[config.mk]
export PLATFORM = sky130hd
export DESIGN_NAME = rfsh_req_timer
export DESIGN_NICKNAME = d
export VERILOG_FILES = /design/src/rtl/rfsh_pkg.sv /design/src/rtl/rfsh_interval_timer.sv /design/src/rtl/rfsh_req_tracker.sv /design/src/rtl/rfsh_req_timer.sv
export SDC_FILE = /design/constraint.sdc
export NUM_CORES = 1
export LEC_CHECK = 0
export ABC_CLOCK_PERIOD_IN_PS = 4200
export BUFFER_PORTS_ARGS = -buffer_cell sky130_fd_sc_hd__buf_4
export CORE_ASPECT_RATIO = 1.75
export CORE_MARGIN = 3
export CORE_UTILIZATION = 45
export DETAILED_ROUTE_END_ITERATION = 10
export REMOVE_ABC_BUFFERS = 1
export SLEW_MARGIN = 25
export SYNTH_ARGS = -nofsm -noshare
export SYNTH_HDL_FRONTEND = slang
export SYNTH_SLANG_ARGS = --single-unit
[constraint.sdc]
create_clock -name clk -period 4.2 [get_ports clk]
set_clock_uncertainty 0.1 [all_clocks]
set_input_delay 0.84 -clock clk [delete_from_list [all_inputs] [get_ports clk]]
set_output_delay 0.84 -clock clk [all_outputs]
set_load 0.03 [all_outputs]
[src/rtl/rfsh_pkg.sv]
// Package: shared constants and the interval-to-cycles conversion for the
// refresh request timer. Assumes the clock frequency is given in whole MHz.
package rfsh_pkg;

    // Selector encodings; the numeric values are part of the register contract.
    localparam logic [1:0] RATE_OFF  = 2'b00;
    localparam logic [1:0] RATE_FAST = 2'b01;
    localparam logic [1:0] RATE_MID  = 2'b10;
    localparam logic [1:0] RATE_SLOW = 2'b11;

    // Interval length in tenths of a microsecond for each selector value.
    function automatic int unsigned interval_tenths_us(input logic [1:0] sel);
        case (sel)
            RATE_FAST: return 78;
            RATE_MID:  return 156;
            RATE_SLOW: return 1250;
            default:   return 0;
        endcase
    endfunction

    // Cycles per interval, rounded down so a refresh is never late.
    function automatic int unsigned interval_cycles(input logic [1:0] sel,
                                                    input int unsigned mhz);
        return (interval_tenths_us(sel) * mhz) / 10;
    endfunction

    // True for the supported controller clock frequencies.
    function automatic bit mhz_supported(input int unsigned mhz);
        return (mhz == 66) || (mhz == 100) || (mhz == 133);
    endfunction

endpackage

[src/rtl/rfsh_interval_timer.sv]
// Module: interval counter. Turns the selector into a terminal count and
// emits a one-cycle expiry pulse every interval. Assumes the selector is
// synchronous to clk. A change of selector restarts the count from zero on
// the next edge; the off setting holds the count at zero.
module rfsh_interval_timer
    import rfsh_pkg::*;
#(
    parameter int unsigned CLK_MHZ = 100,
    parameter int unsigned CNT_W   = 15
) (
    input  logic       clk,
    input  logic       rst_n,
    input  logic [1:0] rate_sel,
    output logic       expire
);

    localparam int unsigned NUM_SEL = 4;

    logic [CNT_W-1:0] term_tab [NUM_SEL];
    logic [CNT_W-1:0] term_cur;
    logic [CNT_W-1:0] cnt_q;
    logic [1:0]       sel_q;
    logic             sel_moved;
    logic             running;

    // One terminal count per selector value, fixed at elaboration.
    for (genvar g = 0; g < NUM_SEL; g++) begin : g_term
        localparam int unsigned LEN = interval_cycles(2'(g), CLK_MHZ);
        if (LEN == 0) begin : g_off
            assign term_tab[g] = '0;
        end else begin : g_on
            assign term_tab[g] = CNT_W'(LEN - 1);
        end
    end

    // Pick the terminal count for the live selector and classify the cycle.
    always_comb begin
        term_cur  = term_tab[rate_sel];
        sel_moved = (rate_sel != sel_q);
        running   = (rate_sel != RATE_OFF) && !sel_moved;
        expire    = running && (cnt_q == term_cur);
    end

    // Track the selector and advance, wrap or restart the cycle count.
    always_ff @(posedge clk) begin
        if (!rst_n) begin
            sel_q <= RATE_OFF;
            cnt_q <= '0;
        end else begin
            sel_q <= rate_sel;
            if (!running || expire) begin
                cnt_q <= '0;
            end else begin
                cnt_q <= cnt_q + 1'b1;
            end
        end
    end

endmodule

[src/rtl/rfsh_req_tracker.sv]
// Module: request and backlog bookkeeping. Holds the refresh request until
// acknowledged and counts expiries that arrive while a request is waiting.
// Assumes the acknowledge is sampled once per cycle; a multi-cycle
// acknowledge counts as one acknowledge per cycle.
module rfsh_req_tracker #(
    parameter int unsigned BACKLOG_MAX = 7,
    parameter int unsigned BACKLOG_W   = 3
) (
    input  logic                 clk,
    input  logic                 rst_n,
    input  logic                 flush,
    input  logic                 expire,
    input  logic                 ack,
    output logic                 req,
    output logic [BACKLOG_W-1:0] owed
);

    localparam logic [BACKLOG_W-1:0] OWED_TOP = BACKLOG_W'(BACKLOG_MAX);

    logic                 req_q;
    logic [BACKLOG_W-1:0] owed_q;
    logic                 ack_taken;
    logic                 owed_full;

    // Only an acknowledge against an outstanding request counts.
    always_comb begin
        ack_taken = ack && req_q;
        owed_full = (owed_q == OWED_TOP);
    end

    // Update the request flag and the saturating backlog.
    always_ff @(posedge clk) begin
        if (!rst_n || flush) begin
            req_q  <= 1'b0;
            owed_q <= '0;
        end else if (expire && !req_q) begin
            req_q <= 1'b1;
        end else if (expire && !ack_taken) begin
            if (!owed_full) begin
                owed_q <= owed_q + 1'b1;
            end
        end else if (!expire && ack_taken) begin
            if (owed_q != '0) begin
                owed_q <= owed_q - 1'b1;
            end else begin
                req_q <= 1'b0;
            end
        end
    end

    assign req  = req_q;
    assign owed = owed_q;

endmodule

[src/rtl/rfsh_req_timer.sv]
// Module: top of the refresh request timer. Joins the interval counter and
// the request tracker. Assumes CLK_MHZ is one of the supported controller
// clock rates and that rate_sel and refresh_ack are synchronous to clk.
module rfsh_req_timer
    import rfsh_pkg::*;
#(
    parameter int unsigned CLK_MHZ     = 100,
    parameter int unsigned BACKLOG_MAX = 7
) (
    input  logic       clk,
    input  logic       rst_n,
    input  logic [1:0] rate_sel,
    input  logic       refresh_ack,
    output logic       refresh_req,
    output logic [2:0] backlog
);

    localparam int unsigned LONGEST   = interval_cycles(RATE_SLOW, CLK_MHZ);
    localparam int unsigned CNT_W     = $clog2(LONGEST + 1);
    localparam int unsigned BACKLOG_W = 3;

    // Refuse to build for an unsupported clock rate.
    if (!mhz_supported(CLK_MHZ)) begin : g_bad_clk
        $error("rfsh_req_timer: CLK_MHZ must be 66, 100 or 133");
    end

    logic disabled;
    logic expire;

    // The off setting flushes the request state.
    always_comb disabled = (rate_sel == RATE_OFF);

    rfsh_interval_timer #(
        .CLK_MHZ (CLK_MHZ),
        .CNT_W   (CNT_W)
    ) u_timer (
        .clk      (clk),
        .rst_n    (rst_n),
        .rate_sel (rate_sel),
        .expire   (expire)
    );

    rfsh_req_tracker #(
        .BACKLOG_MAX (BACKLOG_MAX),
        .BACKLOG_W   (BACKLOG_W)
    ) u_tracker (
        .clk    (clk),
        .rst_n  (rst_n),
        .flush  (disabled),
        .expire (expire),
        .ack    (refresh_ack),
        .req    (refresh_req),
        .owed   (backlog)
    );

endmodule

* Word-level counts from Yosys, hierarchy flattened
Index checks and enable logic that the tools add are counted.
** Operators by class
- Add/sub/neg operators :: 3
- $lt $le $gt $ge :: 1
- Equal/unequal tests :: 6
- Mux-type cells :: 11
- Bitwise gates (word level) :: 3
- Reduce and logical (&&, ||, !) cells :: 23
** Operator list (number)
- $bmux W14 S2 :: 1
- $mux W14 :: 2
- $add A14 B1 Y14 const B :: 1
- $eq A14 B14 Y1 :: 1
- $mux W3 :: 4
- $reduce_bool A2 Y1 :: 4
- $logic_and A1 B1 Y1 :: 6
- $logic_not A1 Y1 :: 6
- $mux W1 :: 4
- $ne A2 B1 Y1 const B :: 2
- $reduce_and A4 Y1 :: 1
- $add A3 B1 Y3 const B :: 1
- $eq A3 B3 Y1 const B :: 1
- $ge A3 B3 Y1 const B :: 1
- $not A2 Y3 :: 1
- $reduce_and A3 Y1 :: 1
- $reduce_bool A3 Y1 :: 1
- $sub A3 B1 Y3 const B :: 1
- $logic_not A2 Y1 :: 1
- $logic_or A1 B1 Y1 :: 2
- $ne A2 B2 Y1 :: 1
- $ne A2 B2 Y1 const B :: 1
- $not A1 Y1 :: 2
- $reduce_or A2 Y1 :: 1
** Storage, ports and cells
- Flip-flop bits (word level) :: 20
- Input bits :: 5
- Output and inout port bits :: 4

* Logic depth before layout (Yosys ltp)
Gate-level depths: netlist of run 1.
- Word-level depth :: 11
- Mapped depth :: 13
- Depth with buffers taken out :: 13

* Hierarchy
A second synthesis of run 1 with hierarchy kept.
** Second synthesis, totals
- Cell total of the unflattened synthesis :: 128
- Area total of the unflattened synthesis :: 1122.3 µm²
** Modules (own cells, without submodules)
- rfsh_interval_timer :: times used 1, cells an instance 97, area an instance 849.6 µm², sequential area each 320.3 µm²
- rfsh_req_tracker :: times used 1, cells an instance 30, area an instance 269.0 µm², sequential area each 80.1 µm²
- rfsh_req_timer :: times used 1, cells an instance 1, area an instance 3.8 µm², sequential area each 0.0 µm²

* Worst setup path before layout of run 1
No wires, ideal clock.
- Kind :: input-to-reg
- Start :: in rate_sel[0]
- End :: reg u_tracker.owed_q[2] (netlist: u_tracker.owed[2])
- Setup time :: 0.063 ns
- Arrival :: 3.779 ns
- Data required time :: 4.037 ns
- Path slack :: 0.258 ns
- Stages on the path :: 13
- Cells stage by stage :: inv_1 > ha_1 > xor2_1 > or4_4 > or3_4 > nor4_1 > ha_1 > inv_1 > fa_1 > xor2_1 > or4_1 > a21o_1 > nand3_1
** Between the ends
- Cells in the longest elaborated chain, start to end :: 10
- Elaborated cells between the ends (all ways) :: 22
- Those cells by class :: 3 x eq/ne; 4 x mux; 2 x bitwise; 13 x reduce/logical
** Ends and longest elaborated chain
- start: declaration :: line rfsh_req_timer.sv:12 : input logic [1:0] rate_sel,
- $not A2 Y3 (implied by the code) :: line rfsh_interval_timer.sv:38 : term_cur = term_tab[rate_sel];
- $bmux W14 S2 :: line rfsh_interval_timer.sv:38
- $mux W14 (implied by the code) (2 in series) :: line rfsh_interval_timer.sv:38
- $eq A14 B14 Y1 :: line rfsh_interval_timer.sv:41 : expire = running && (cnt_q == term_cur);
- $logic_and A1 B1 Y1 :: line rfsh_interval_timer.sv:41
- $logic_not A1 Y1 :: line rfsh_req_tracker.sv:42 : end else if (!expire && ack_taken) begin
- $logic_and A1 B1 Y1 :: line rfsh_req_tracker.sv:42
- $reduce_bool A2 Y1 (no line)
- $reduce_and A4 Y1 (no line)
- end signal: assignment :: line rfsh_req_tracker.sv:40 : owed_q <= owed_q + 1'b1;
- end signal: assignment :: line rfsh_req_tracker.sv:44 : owed_q <= owed_q - 1'b1;
- end: declaration :: line rfsh_req_tracker.sv:21 : logic [BACKLOG_W-1:0] owed_q;
Parallel ways exist; a longest one is shown, timed or not. The select of a mux whose other input is x is not followed.
A chain may end at the register's enable or synchronous reset.

* Worst setup path in the final report of run 1
Ends and elaborated chain as after synthesis.

==> summary.md, run 1 <==
| Metric | Value |
|---|---|
| Status | complete, no violations |
| Adder-Cell Fraction of Synth Area | under 10% |
| Mapped Area | 1220 um2 |
| Die Area | 3390 um2 |
| R2R Path End | u_tracker.owed[2] |
| Synth top area share | between 30% and 40% |
| Worst Path Required | 4.30 ns |
| WS Path Type | input pin to register |
| First-pass iteration count of the detailed router | 4 |
| Syn-to-layout area delta | 12.3% |
| DR WL/cell | 14.2 um |
| Final worst path period need | 3.87 ns |
| Max-slew violation count | 0 |
| Placement Setup Slack | 0.0270 ns |
| Fmax achieved | 259 MHz |
| Slew @ Worst Pin | 0.597 ns |
| Clock Tree Buf Depth | 2 |
| Port Buffers | 8 |
| Hold buffer count at CTS | 0 |
| Initial antenna violation count | 0 |
| Final ANT Viol Nets | 0 |
| Async S/R FF share, synth | 0% |
| Clock tree from TritonCTS | yes |
| Mux share of post-synthesis cell area | 0.822% |
| Max-slew headroom | 60.2% |
| Vias in the first global route | 1056 |
| Ports | 9 |
| Total core area | 2550 um2 |
| M1 WL | 934 um |
| Final WS setup | approximately 0.33 ns |
| Worst R2R Path Depth | 11 |
| Crit path DAT | 3.97 ns |
| Total GRT Usage | 18.1% |
| DR vias/cell | ~5.8 |
| Met2 routed WL | 1460 um |
| Multi-input logic area | 786 um2 |
| Ys Warns | 0 |
| First-pass GRT wire length | 4550 um |
| Initial Util | 47.7% |
| WL final | 2510 um |
| Post-synthesis sequential area ratio | roughly a third |
| Worst-Skew Late Latency | 0.26 ns |
| Clock-pin slew on the worst setup and hold paths | ~0.070 ns |
| Chip Height | 74.8 um |
| CP startpoint | rate_sel[0] |
| Min-delay worst type | register to register |
| Peak VDD IR | 0.219 mV |
| Synthesis-stage register bit count | 20 |
| RSZ-0062 raised after global routing | false |
| Yosys top cell by area | dfxtp_1 |
| Worst reg2reg setup slack | just under 1 ns |
| Yosys cell types | 41 |
| Synth Area in Compound Gates | between 9 and 10% |
| Final hold vios | 0 |
| Routed wl met3 | 60 um |
| Routed vias | between 1000 and 1500 |
| Critical path peak fanout | 5 |
| LEAKAGE | 0.533 nW |
| Diodes inserted | 0 |
| Register area | approximately 400 um2 |
| Die X | roughly 45 um |
| Final Cycle Share | 92.0% |
| Uppermost layer routed | met4 |
| Top post-synthesis cells by area | dfxtp_1, xor2_1, nor2_1 |
| Crit. End Element | register |
| Max Cap Viol | 0 |
| Simple-gate portion of the synthesized area | 33.2% |
| Setup repair bufs after CTS | 0 |
| CP Capture Point | u_tracker.owed[2] |
| Initial DRC count | 38 |
| CTS sink cnt | 20 |
| Largest net degree at the start of global routing | 15 |
| PostCTS Resize Cnt | 0 |
| Post-synth top flop | dfxtp_1 |
| CTS Buf Count | 3 |
| Main combinational cell family by area after synthesis | simple AND/OR/NAND/NOR gates |
| H-tree levels | 1 |
| Core Rows | 24 |
| Mapped Cells | 140 |
| EDFF count, synth | 0 |
| R2R Path Start | u_timer.cnt_q[9] |
| Clock root buffer | clkbuf_8 |
| Sum Neg Setup Slack | 0 ns |
| Filler cells | ~260 |
| Final nets | 164 |
| Nature of the critical path startpoint | input pin |
| Power per cell area | 274 nW/um2 |
| Layout cells sized above 1 | 14.6% |
| HPWL after detailed placement | about 2000 um |
| Total gr overflow | 0 |
| Setup Viol. Count Final | 0 |
| DRC | 0 |
| Syn_area_per_cell | roughly 8.7 um2 |
| GPL Wtd Cong | a little over 0.8 |
| Post-Synth XOR/XNOR Area | 12.2% |
[area by class of cell]
cell class	count	share of cell area, %
tap	26	2.38
multi-input combinational	112	57.5
timing repair buffer	10	5.49
inverter	5	1.37
sequential	20	29.3
clock buffer	4	4.03
[Yosys cell counts, types with 2 or more instances]
| library cell | number |
|---|---|
| a21o_1 | 2 |
| a31oi_1 | 2 |
| and2_1 | 3 |
| and3_1 | 7 |
| dfxtp_1 | 20 |
| ha_1 | 6 |
| inv_1 | 5 |
| nand2_1 | 11 |
| nand3_1 | 9 |
| nand4_1 | 2 |
| nor2_1 | 22 |
| nor2b_1 | 2 |
| nor3_1 | 4 |
| nor3b_1 | 3 |
| xnor2_1 | 7 |
| xor2_1 | 10 |
[logic make-up after synthesis]
kind of cell	Yosys count
xor+xnor	17
fa+ha+maj	7
flops	20
buf+inv	8
compound gates	13
simple gates	74
mux	1
[placed cells by master, fill, tap and decap left out, types with 2 or more instances in the layout]
master	Yosys	final
nor2_1	22	22
dfxtp_1	20	20
nand2_1	11	11
xor2_1	10	10
buf_4	0	10
nand3_1	9	9
and3_1	7	7
xnor2_1	7	7
ha_1	6	6
inv_1	5	5
nor3_1	4	4
clkbuf_8	0	4
and2_1	3	3
nor3b_1	3	3
nor2b_1	2	2
a21o_1	2	2
a31oi_1	2	2
nand4_1	2	2
[sequential cells by signal (all words and copies together), names as in the netlist]
| name | count |
|---|---|
| u_timer.cnt_q | 14 |
| u_timer.sel_q | 2 |
| u_tracker.owed | 3 |
| u_tracker.req | 1 |
[report_power, final]
part | internal [mW] | leakage, nW | switching (mW)
registers | 0.191 | 0.162 | 0.00116
clock network | 0.0834 | 0.0288 | 0.0633
logic | 0.0145 | 0.343 | 0.0217
[through the flow]
stage / utilization (%) / hold slack [ns] / instances / instance area (um2) / power [mW]
6_report: 53.6 / 0.363 / 177 / 1370 / 0.375
3_5_place_dp: 51.2 / 0.349 / 173 / 1310 / 0.233
3_3_place_gp: 51.2 / 0.345 / 173 / 1310 / 0.231
5_1_grt: 53.6 / 0.382 / 177 / 1370 / 0.391
2_1_floorplan: - / 0.325 / 137 / 1200 / 0.222
4_1_cts: 53.3 / 0.367 / 177 / 1360 / 0.379
[worst min path at each step]
stage	slack (ns)	depth (start not counted)	to	startpoint
global route	0.38	1	u_timer.cnt_q[0]	u_timer.cnt_q[0]
detailed placement	0.35	1	u_timer.cnt_q[0]	u_timer.cnt_q[0]
CTS	0.37	1	u_timer.cnt_q[0]	u_timer.cnt_q[0]
floorplan	0.33	1	u_timer.cnt_q[0]	u_timer.cnt_q[0]
finish	0.36	1	u_timer.cnt_q[0]	u_timer.cnt_q[0]
global placement	0.35	1	u_timer.cnt_q[0]	u_timer.cnt_q[0]
[worst max-delay path: stages]
cell,delay (ns)
buf_4,0.11
inv_1,0.06
ha_1,0.30
xor2_1,0.15
or4_4,0.45
or3_4,0.37
nor4_2,0.26
ha_1,0.20
inv_1,0.06
fa_1,0.37
xor2_1,0.17
or4_1,0.40
a21o_1,0.17
nand3_1,0.05
[per-layer routing]
metal / up-vias / global-route usage [%]
li1: 511 / -
met5: - / 0
met2: 16 / 36.6
met3: 7 / 2.15
met4: 0 / 6.19
met1: 494 / 17.5
Note: power is estimated with default switching activity, not from simulation.
==> run 2, diff against run 1 <==
--- a/config.mk
+++ b/config.mk
@@ -5,11 +5,12 @@
 export SDC_FILE = /design/constraint.sdc
 export NUM_CORES = 1
 export LEC_CHECK = 0
-export ABC_CLOCK_PERIOD_IN_PS = 4200
+export ABC_CLOCK_PERIOD_IN_PS = 3670
 export BUFFER_PORTS_ARGS = -buffer_cell sky130_fd_sc_hd__buf_4
 export CORE_ASPECT_RATIO = 1.75
 export CORE_MARGIN = 3
 export CORE_UTILIZATION = 45
+export CTS_BUF_LIST = sky130_fd_sc_hd__clkbuf_2 sky130_fd_sc_hd__clkbuf_4 sky130_fd_sc_hd__clkbuf_8
 export DETAILED_ROUTE_END_ITERATION = 10
 export REMOVE_ABC_BUFFERS = 1
 export SLEW_MARGIN = 25
==> constraint.sdc (replaced) <==
create_clock -name clk -period 3.67 [get_ports clk]
set_clock_uncertainty 0.1 [all_clocks]
set_input_delay 0.734 -clock clk [delete_from_list [all_inputs] [get_ports clk]]
set_output_delay 0.734 -clock clk [all_outputs]
set_load 0.03 [all_outputs]
==> run 2 against run 1 <==
Die area is the same. Power grew 9.7%. Critical path type unchanged. Non-clock buffer count up 12. Cell count up 6.2%.
==> summary.md, run 2 (synthesis gave the netlist of run 1 again) <==
| Metric | Value |
|---|---|
| Status | complete, no violations (unchanged) |
| Slew @ Worst Pin | 0.577 ns (was 0.597 ns) |
| Nature of the critical path startpoint | input pin (unchanged) |
| Initial DRC count | 24 (was 38) |
| Worst R2R Path Depth | 11 (unchanged) |
| Die X | 45.3 um (unchanged) |
| Clock root buffer | clkbuf_8 (unchanged) |
| Ports | 9 (unchanged) |
| LEAKAGE | 0.584 nW (was 0.533 nW) |
| Peak VDD IR | 0.211 mV (was 0.219 mV) |
| Worst reg2reg setup slack | 0.54 ns (was 0.97 ns) |
| Top reg by flops | u_timer.cnt_q (unchanged) |
| R2R Path End | u_tracker.owed[2] (unchanged) |
| Worst Path Required | 3.76 ns (was 4.30 ns) |
| First-pass GRT wire length | 4420 um (was 4550 um) |
| GPL Wtd Cong | 0.775 (was 0.830) |
| Fmax achieved | about 270 MHz |
| Max-slew headroom | 61.6% (was 60.2%) |
| Worst-Skew Late Latency | 0.25 ns (was 0.26 ns) |
| R2R Path Start | u_timer.cnt_q[9] (unchanged) |
| Final hold vios | 0 (unchanged) |
| Max Cap Viol | 0 (unchanged) |
| DR vias/cell | 5.48 (was 5.81) |
| Sw frac | 23.2% (was 23.0%) |
| Vias in the first global route | 1042 (was 1056) |
| DRC | 0 (unchanged) |
| Max-slew violation count | 0 (unchanged) |
| Final ANT Viol Nets | 0 (unchanged) |
| Launch point of the worst hold path | u_timer.cnt_q[0] (unchanged) |
| Met3 GRT Util | 2.15% (unchanged) |
| DR WL/cell | 13.3 um (was 14.2 um) |
| Final WS setup | 0.0336 ns (was 0.334 ns) |
| Placement Setup Slack | -0.303 ns (was 0.0270 ns) |
| Clock tree from TritonCTS | yes (unchanged) |
| Sequential power share | 53.4% (was 51.3%) |
| H-tree levels | 1 (unchanged) |
| Layout cells sized above 1 | 22.2% (was 14.6%) |
| RSZ-0062 raised after global routing | true (was false) |
| Total core area | 2550 um2 (unchanged) |
| Met1 usage | 17.0% (was 17.5%) |
| Syn-to-layout area delta | 19.7% (was 12.3%) |
| Min-delay worst type | register to register (unchanged) |
| Port Buffers | 8 (unchanged) |
| Hold depth | 1 (unchanged) |
| Diodes inserted | 0 (unchanged) |
| Chip Height | 74.8 um (unchanged) |
| Met2 usage | 36.0% (was 36.6%) |
| Clock Tree Buf Depth | 2 (unchanged) |
| Largest net degree at the start of global routing | 15 (unchanged) |
| NetSw | 0.0955 mW (was 0.0861 mW) |
| Final Cycle Share | 99.1% |
| Initial Util | 47.7% (unchanged) |
| Worst path max stage delay | 0.42 ns (was 0.45 ns) |
| Worst Hold Slack | 0.369 ns (was 0.363 ns) |
| Clock share of power | 34.0% (was 39.1%) |
| Power per cell area | 282 nW/um2 (was 274 nW/um2) |
| First-pass iteration count of the detailed router | 4 (unchanged) |
| Total gr overflow | 0 (unchanged) |
| P_int | 0.316 mW (was 0.289 mW) |
| Hold Path End | u_timer.cnt_q[0] (unchanged) |
| Final worst path period need | 3.64 ns |
| Crit. End Element | register (unchanged) |
| Placed Cells | 184 (was 173) |
| Busiest layer in global routing | met2 (unchanged) |
| Crit path DAT | 3.73 ns (was 3.97 ns) |
| CTS Buf Count | 3 (unchanged) |
| CTS sink cnt | 20 (unchanged) |
| Initial antenna violation count | 0 (unchanged) |
| HPWL after detailed placement | 2060 um (was 1960 um) |
| Core Rows | 24 (unchanged) |
| Final Non-Filler Cells | 188 (was 177) |
| Die Area | 3390 um2 (unchanged) |
| Logic gate share of total power | 12.6% (was 9.6%) |
| Most frequent cells in the layout | nor2_1, buf_4, dfxtp_1 (was nor2_1, dfxtp_1, nand2_1) |
| Final nets | 176 (was 164) |
| Routed vias | 1031 (was 1028) |
| WS Path Type | input pin to register (unchanged) |
| CP Cell Sequence | buf_4, inv_1, ha_1, xor2_1, or4_4, or3_4, nor4_4, ha_2, inv_1, fa_2, xor2_1, or4_1, a21o_1, nand3_1 (was buf_4, inv_1, ha_1, xor2_1, or4_4, or3_4, nor4_2, ha_1, inv_1, fa_1, xor2_1, or4_1, a21o_1, nand3_1) |
| Setup Viol. Count Final | 0 (unchanged) |
| Critical path peak fanout | 4 (was 5) |
| Clock-pin slew on the worst setup and hold paths | 0.07 ns (about the same) |
| Total GRT Usage | 17.5% (was 18.1%) |
| WL final | 2500 um (was 2510 um) |
| Max stage delay cell, worst path | or4_4 (unchanged) |
| Max FFs per register | 14 (unchanged) |
-- run 2: cell count changes in the layout (fill, tap and decap cells not counted), sizes merged --
cell,delta
buf,+12
clkbuf,-1
-- run 2: per-stage QoR --
| step | utilization, % | setup TNS, ns | area (um2) | power [mW] |
|---|---|---|---|---|
| 2_1_floorplan | - | -0.166 | 1200 | 0.254 |
| 5_1_grt | 57.1 | -0.0873 | 1460 | 0.431 |
| 3_3_place_gp | 54.4 | -0.314 | 1390 | 0.274 |
| 6_report | 57.1 | 0 | 1460 | 0.412 |
| 3_5_place_dp | 54.4 | -0.393 | 1390 | 0.276 |
| 4_1_cts | 56.8 | 0 | 1450 | 0.416 |
-- run 2: how the worst max path moves through the flow --
stage,startpoint,slack (ns),depth (start not counted),endpoint
global placement,rate_sel[1],-0.25,14,u_tracker.owed[2]
finish,rate_sel[1],0.03,14,u_tracker.owed[2]
detailed placement,rate_sel[1],-0.30,14,u_tracker.owed[2]
CTS,rate_sel[1],0.01,14,u_tracker.owed[2]
global route,rate_sel[1],-0.09,14,u_tracker.owed[2]
floorplan,rate_sel[0],-0.17,13,u_tracker.owed[2]
-- run 2: layer usage --
metal | up-vias | part of all wire [%]
met1 | 491 | 37
met2 | 6 | 60
met3 | 2 | 1.6
met5 | - | 0
li1 | 532 | -
met4 | 0 | 0.68
-- run 2: what timing repair did --
| action | CTS | global route |
|---|---|---|
| cloned | 0 | 0 |
| setup endpoints to repair | 1 | 3 |
| buffers inserted | 1 | 0 |
| hold buffers | 0 | 0 |
| resized for setup | 3 | 2 |
| pin swaps | 2 | 3 |
-- run 2: power by group through the flow --
stage	clock, mW	combinational (mW)	sequential [mW]
3_3_place_gp	0	0.0491	0.225
4_1_cts	0.145	0.0513	0.220
2_1_floorplan	0	0.0287	0.225
5_1_grt	0.153	0.0576	0.220
6_report	0.140	0.0519	0.220
3_5_place_dp	0	0.0505	0.225
-- run 2: final cells by class --
class	count	area, um2
clock buffer	3	41.3
fill	248	1090
inverter	5	18.8
multi-input combinational	112	800
sequential	20	400
tap	26	32.5
timing repair buffer	22	165
-- run 2: critical path: cells and delay by family --
family                     cells  cell delay (ns)
and+or+nand+nor                5             1.49
adders and majority gates      3             0.83
xor gates and xnor gates       2             0.31
buffers and inverters          3             0.21
AOI/OAI and AO/OA              1             0.16
==> run 3, diff against run 2 <==
--- a/config.mk
+++ b/config.mk
@@ -5,7 +5,8 @@
 export SDC_FILE = /design/constraint.sdc
 export NUM_CORES = 1
 export LEC_CHECK = 0
-export ABC_CLOCK_PERIOD_IN_PS = 3670
+export ABC_AREA = 1
+export ABC_CLOCK_PERIOD_IN_PS = 3800
 export BUFFER_PORTS_ARGS = -buffer_cell sky130_fd_sc_hd__buf_4
 export CORE_ASPECT_RATIO = 1.75
 export CORE_MARGIN = 3
==> constraint.sdc (replaced) <==
create_clock -name clk -period 3.8 [get_ports clk]
set_clock_uncertainty 0.1 [all_clocks]
set_input_delay 0.76 -clock clk [delete_from_list [all_inputs] [get_ports clk]]
set_output_delay 0.76 -clock clk [all_outputs]
set_load 0.03 [all_outputs]
==> run 3 against run 2 <==
Synthesized cell count up 29%. Worst setup slack better by 0.82 ns. Sequential share of layout area up 1.3 points. Cell count up 16%. Synthesized area up 1.6%. Combinational power down 39%. First-iteration DRC count unchanged. Power up 11%. Critical path type unchanged. Largest power group unchanged.
==> summary.md, run 3 <==
| Metric | Value |
|---|---|
| Status | complete, no violations (unchanged) |
| Final hold vios | 0 (unchanged) |
| Worst path buffer plus inverter count | 5 (was 3) |
| Hold buffer count at CTS | 0 (unchanged) |
| Clock Tree Buf Depth | 2 (unchanged) |
| Syn-to-layout area delta | 12.3% (was 19.7%) |
| Register area | 400 um2 (unchanged) |
| Power per cell area | 329 nW/um2 (was 282 nW/um2) |
| Commonest non-fill, non-tap cell in the layout | nand2_1 |
| Top reg by flops | u_timer.cnt_q (unchanged) |
| DR WL/cell | 11.4 um (was 13.3 um) |
| Min-delay worst type | register to register (unchanged) |
| Largest net degree at the start of global routing | 15 (unchanged) |
| Max stage delay cell, worst path | fa_1 (was or4_4) |
| Max FFs per register | 14 (unchanged) |
| WL final | 2490 um (was 2500 um) |
| Clock-pin slew on the worst setup and hold paths | 0.08 ns (was 0.07 ns) |
| Final Cycle Share | 77.4% |
| Mapped Area | 1240 um2 (was 1220 um2) |
| Max Cap Viol | 0 (unchanged) |
| EDFF count, synth | 0 (unchanged) |
| Total core area | 2550 um2 (unchanged) |
| CP Cell Sequence | buf_4, inv_1, ha_1, inv_1, nand2_1, nand2_1, nor2_1, nand2_1, nor2_1, nand3_1, inv_1, ha_1, inv_1, fa_1, xnor2_1, nand3_1, nand2_1, nor2_1 (was buf_4, inv_1, ha_1, xor2_1, or4_4, or3_4, nor4_4, ha_2, inv_1, fa_2, xor2_1, or4_1, a21o_1, nand3_1) |
| Clock tree from TritonCTS | yes (unchanged) |
| Crit. End Element | register (unchanged) |
| Top post-synthesis cells by area | dfxtp_1, nand2_1, inv_1 (was dfxtp_1, xor2_1, nor2_1) |
| Synthesis-stage register bit count | 20 (unchanged) |
| Core Rows | 24 (unchanged) |
| Initial antenna violation count | 0 (unchanged) |
| Worst-Skew Late Latency | 0.26 ns (was 0.25 ns) |
| Sum Neg Setup Slack | 0 ns (unchanged) |
| RSZ-0062 raised after global routing | false (was true) |
| Chip Height | 75.4 um (was 74.8 um) |
| Initial Util | 48.5% (was 47.7%) |
| Routed vias | 1115 (was 1031) |
| Yosys cell types | 28 (was 41) |
| Async S/R FF share, synth | 0% (unchanged) |
| Initial DRC count | 24 (unchanged) |
| CTS Buf Count | 3 (unchanged) |
| DRC | 0 (unchanged) |
| Setup repair bufs after CTS | 0 (was 1) |
| Die Area | 3440 um2 (was 3390 um2) |
| Most frequent cell after synthesis | nand2_1 (was nor2_1) |
| Worst path top cell family by delay | adder cells (was simple AND/OR/NAND/NOR gates) |
| Post-synth top flop | dfxtp_1 (unchanged) |
| Layout cells sized above 1 | 15.6% (was 22.2%) |
| Mapped Cells | 181 (was 140) |
| Yosys top cell by area | dfxtp_1 (unchanged) |
| PostCTS Resize Cnt | 0 (was 3) |
| Fmax achieved | 340 MHz |
| Most frequent cells in the layout | nand2_1, inv_1, nor2_1 (was nor2_1, buf_4, dfxtp_1) |
| Final nets | 205 (was 176) |
| Vias in the first global route | 1026 (was 1042) |
| Ports | 9 (unchanged) |
| Ys Warns | 0 (unchanged) |
| DR vias/cell | 5.11 (was 5.48) |
| Max-slew headroom | 61.8% (was 61.6%) |
| Total GRT Usage | 16.4% (was 17.5%) |
| Worst path max stage delay | 0.38 ns (was 0.42 ns) |
| CTS sink cnt | 20 (unchanged) |
| Worst Hold Slack | 0.415 ns (was 0.369 ns) |
| Final worst path period need | just under 3 ns |
| H-tree levels | 1 (unchanged) |
| First-pass GRT wire length | 4100 um (was 4420 um) |
| Total gr overflow | 0 (unchanged) |
| Max-slew violation count | 0 (unchanged) |
| Nature of the critical path startpoint | input pin (unchanged) |
| Diodes inserted | 0 (unchanged) |
| Clock root buffer | clkbuf_8 (unchanged) |
| Slew @ Worst Pin | 0.568 ns (was 0.577 ns) |
| Filler cells | 270 (was 248) |
| Multi-input logic area | 713 um2 (was 800 um2) |
| Critical path peak fanout | 5 (was 4) |
| First-pass iteration count of the detailed router | 4 (unchanged) |
| HPWL after detailed placement | 2040 um (was 2060 um) |
| GPL Wtd Cong | 0.781 (was 0.775) |
| Die X | 45.6 um (was 45.3 um) |
| Port Buffers | 8 (unchanged) |
| Peak VDD IR | 0.223 mV (was 0.211 mV) |
| Crit path DAT | 3.00 ns (was 3.73 ns) |
| Syn_area_per_cell | 6.84 um2 (was 8.70 um2) |
| Post-synthesis sequential area ratio | 32.4% (was 32.9%) |
| Final ANT Viol Nets | 0 (unchanged) |
| WS Path Type | input pin to register (unchanged) |
| LEAKAGE | 0.579 nW (was 0.584 nW) |
| Post-synth top cells | nand2_1, inv_1, nor2_1, dfxtp_1, nand3_1 (was nor2_1, dfxtp_1, nand2_1, xor2_1, nand3_1) |
| Synth top area share | 32.4% (was 32.9%) |
| Worst Path Required | 3.86 ns (was 3.76 ns) |
| Setup Viol. Count Final | 0 (unchanged) |
run 3: where the power goes:
group / internal [mW] / switching [mW]
logic: 0.0116 / 0.0198
registers: 0.211 / 0.00205
clock network: 0.141 / 0.0723
run 3: logic make-up after synthesis:
| kind of cell | share of synthesized area [%] |
|---|---|
| adders and majority gates | 7.68 |
| xor gates and xnor gates | 2.83 |
| AOI/OAI and AO/OA | 6.88 |
| buffers and inverters | 10.0 |
| and+or+nand+nor | 40.2 |
| DFF | 32.4 |
run 3: final cells by class:
type	instances	share of cell area, %
Clock buffer	3	2.97
Clock inverter	1	2.16
Inverter	30	8.10
Multi-Input combinational cell	130	51.3
Sequential cell	20	28.8
Tap cell	26	2.34
Timing Repair Buffer	8	4.32
run 3: worst min-delay path: cells and delay by family, from the launching register on:
family,cells,cell delay [ns]
compound gates,1,0.06
flops,1,0.34
simple gates,1,0.07
run 3: final timing paths:
check / startpoint / end / slack [ns] / cells after the start
max: rate_sel[1] / u_tracker.owed[2] / 0.86 / 18
min: u_timer.cnt_q[9] / u_timer.cnt_q[9] / 0.41 / 2
max reg2reg: u_timer.cnt_q[0] / u_tracker.owed[2] / 1.40 / 15
min reg2reg: u_timer.cnt_q[9] / u_timer.cnt_q[9] / 0.41 / 2
run 3: stage by stage:
step / area, um2 / cells / worst slack [ns] / util [%] / total power [mW]
after floorplan: 1230 / 180 / 0.949 / - / 0.239
after global placement: 1320 / 214 / 0.655 / 51.7 / 0.249
after detailed placement: 1320 / 214 / 0.577 / 51.7 / 0.250
after CTS: 1390 / 218 / 0.861 / 54.5 / 0.465
after global routing: 1390 / 218 / 0.594 / 54.5 / 0.477
final: 1390 / 218 / 0.858 / 54.5 / 0.458
run 3: routing by layer:
| layer | vias up | track usage [%] | routed length (um) |
|---|---|---|---|
| met1 | 517 | 16.2 | 988 |
| met4 | 0 | 7.82 | 48 |
| met5 | - | 0 | 0 |
| met3 | 5 | 2.13 | 45 |
| met2 | 11 | 31.7 | 1410 |
| li1 | 582 | - | - |
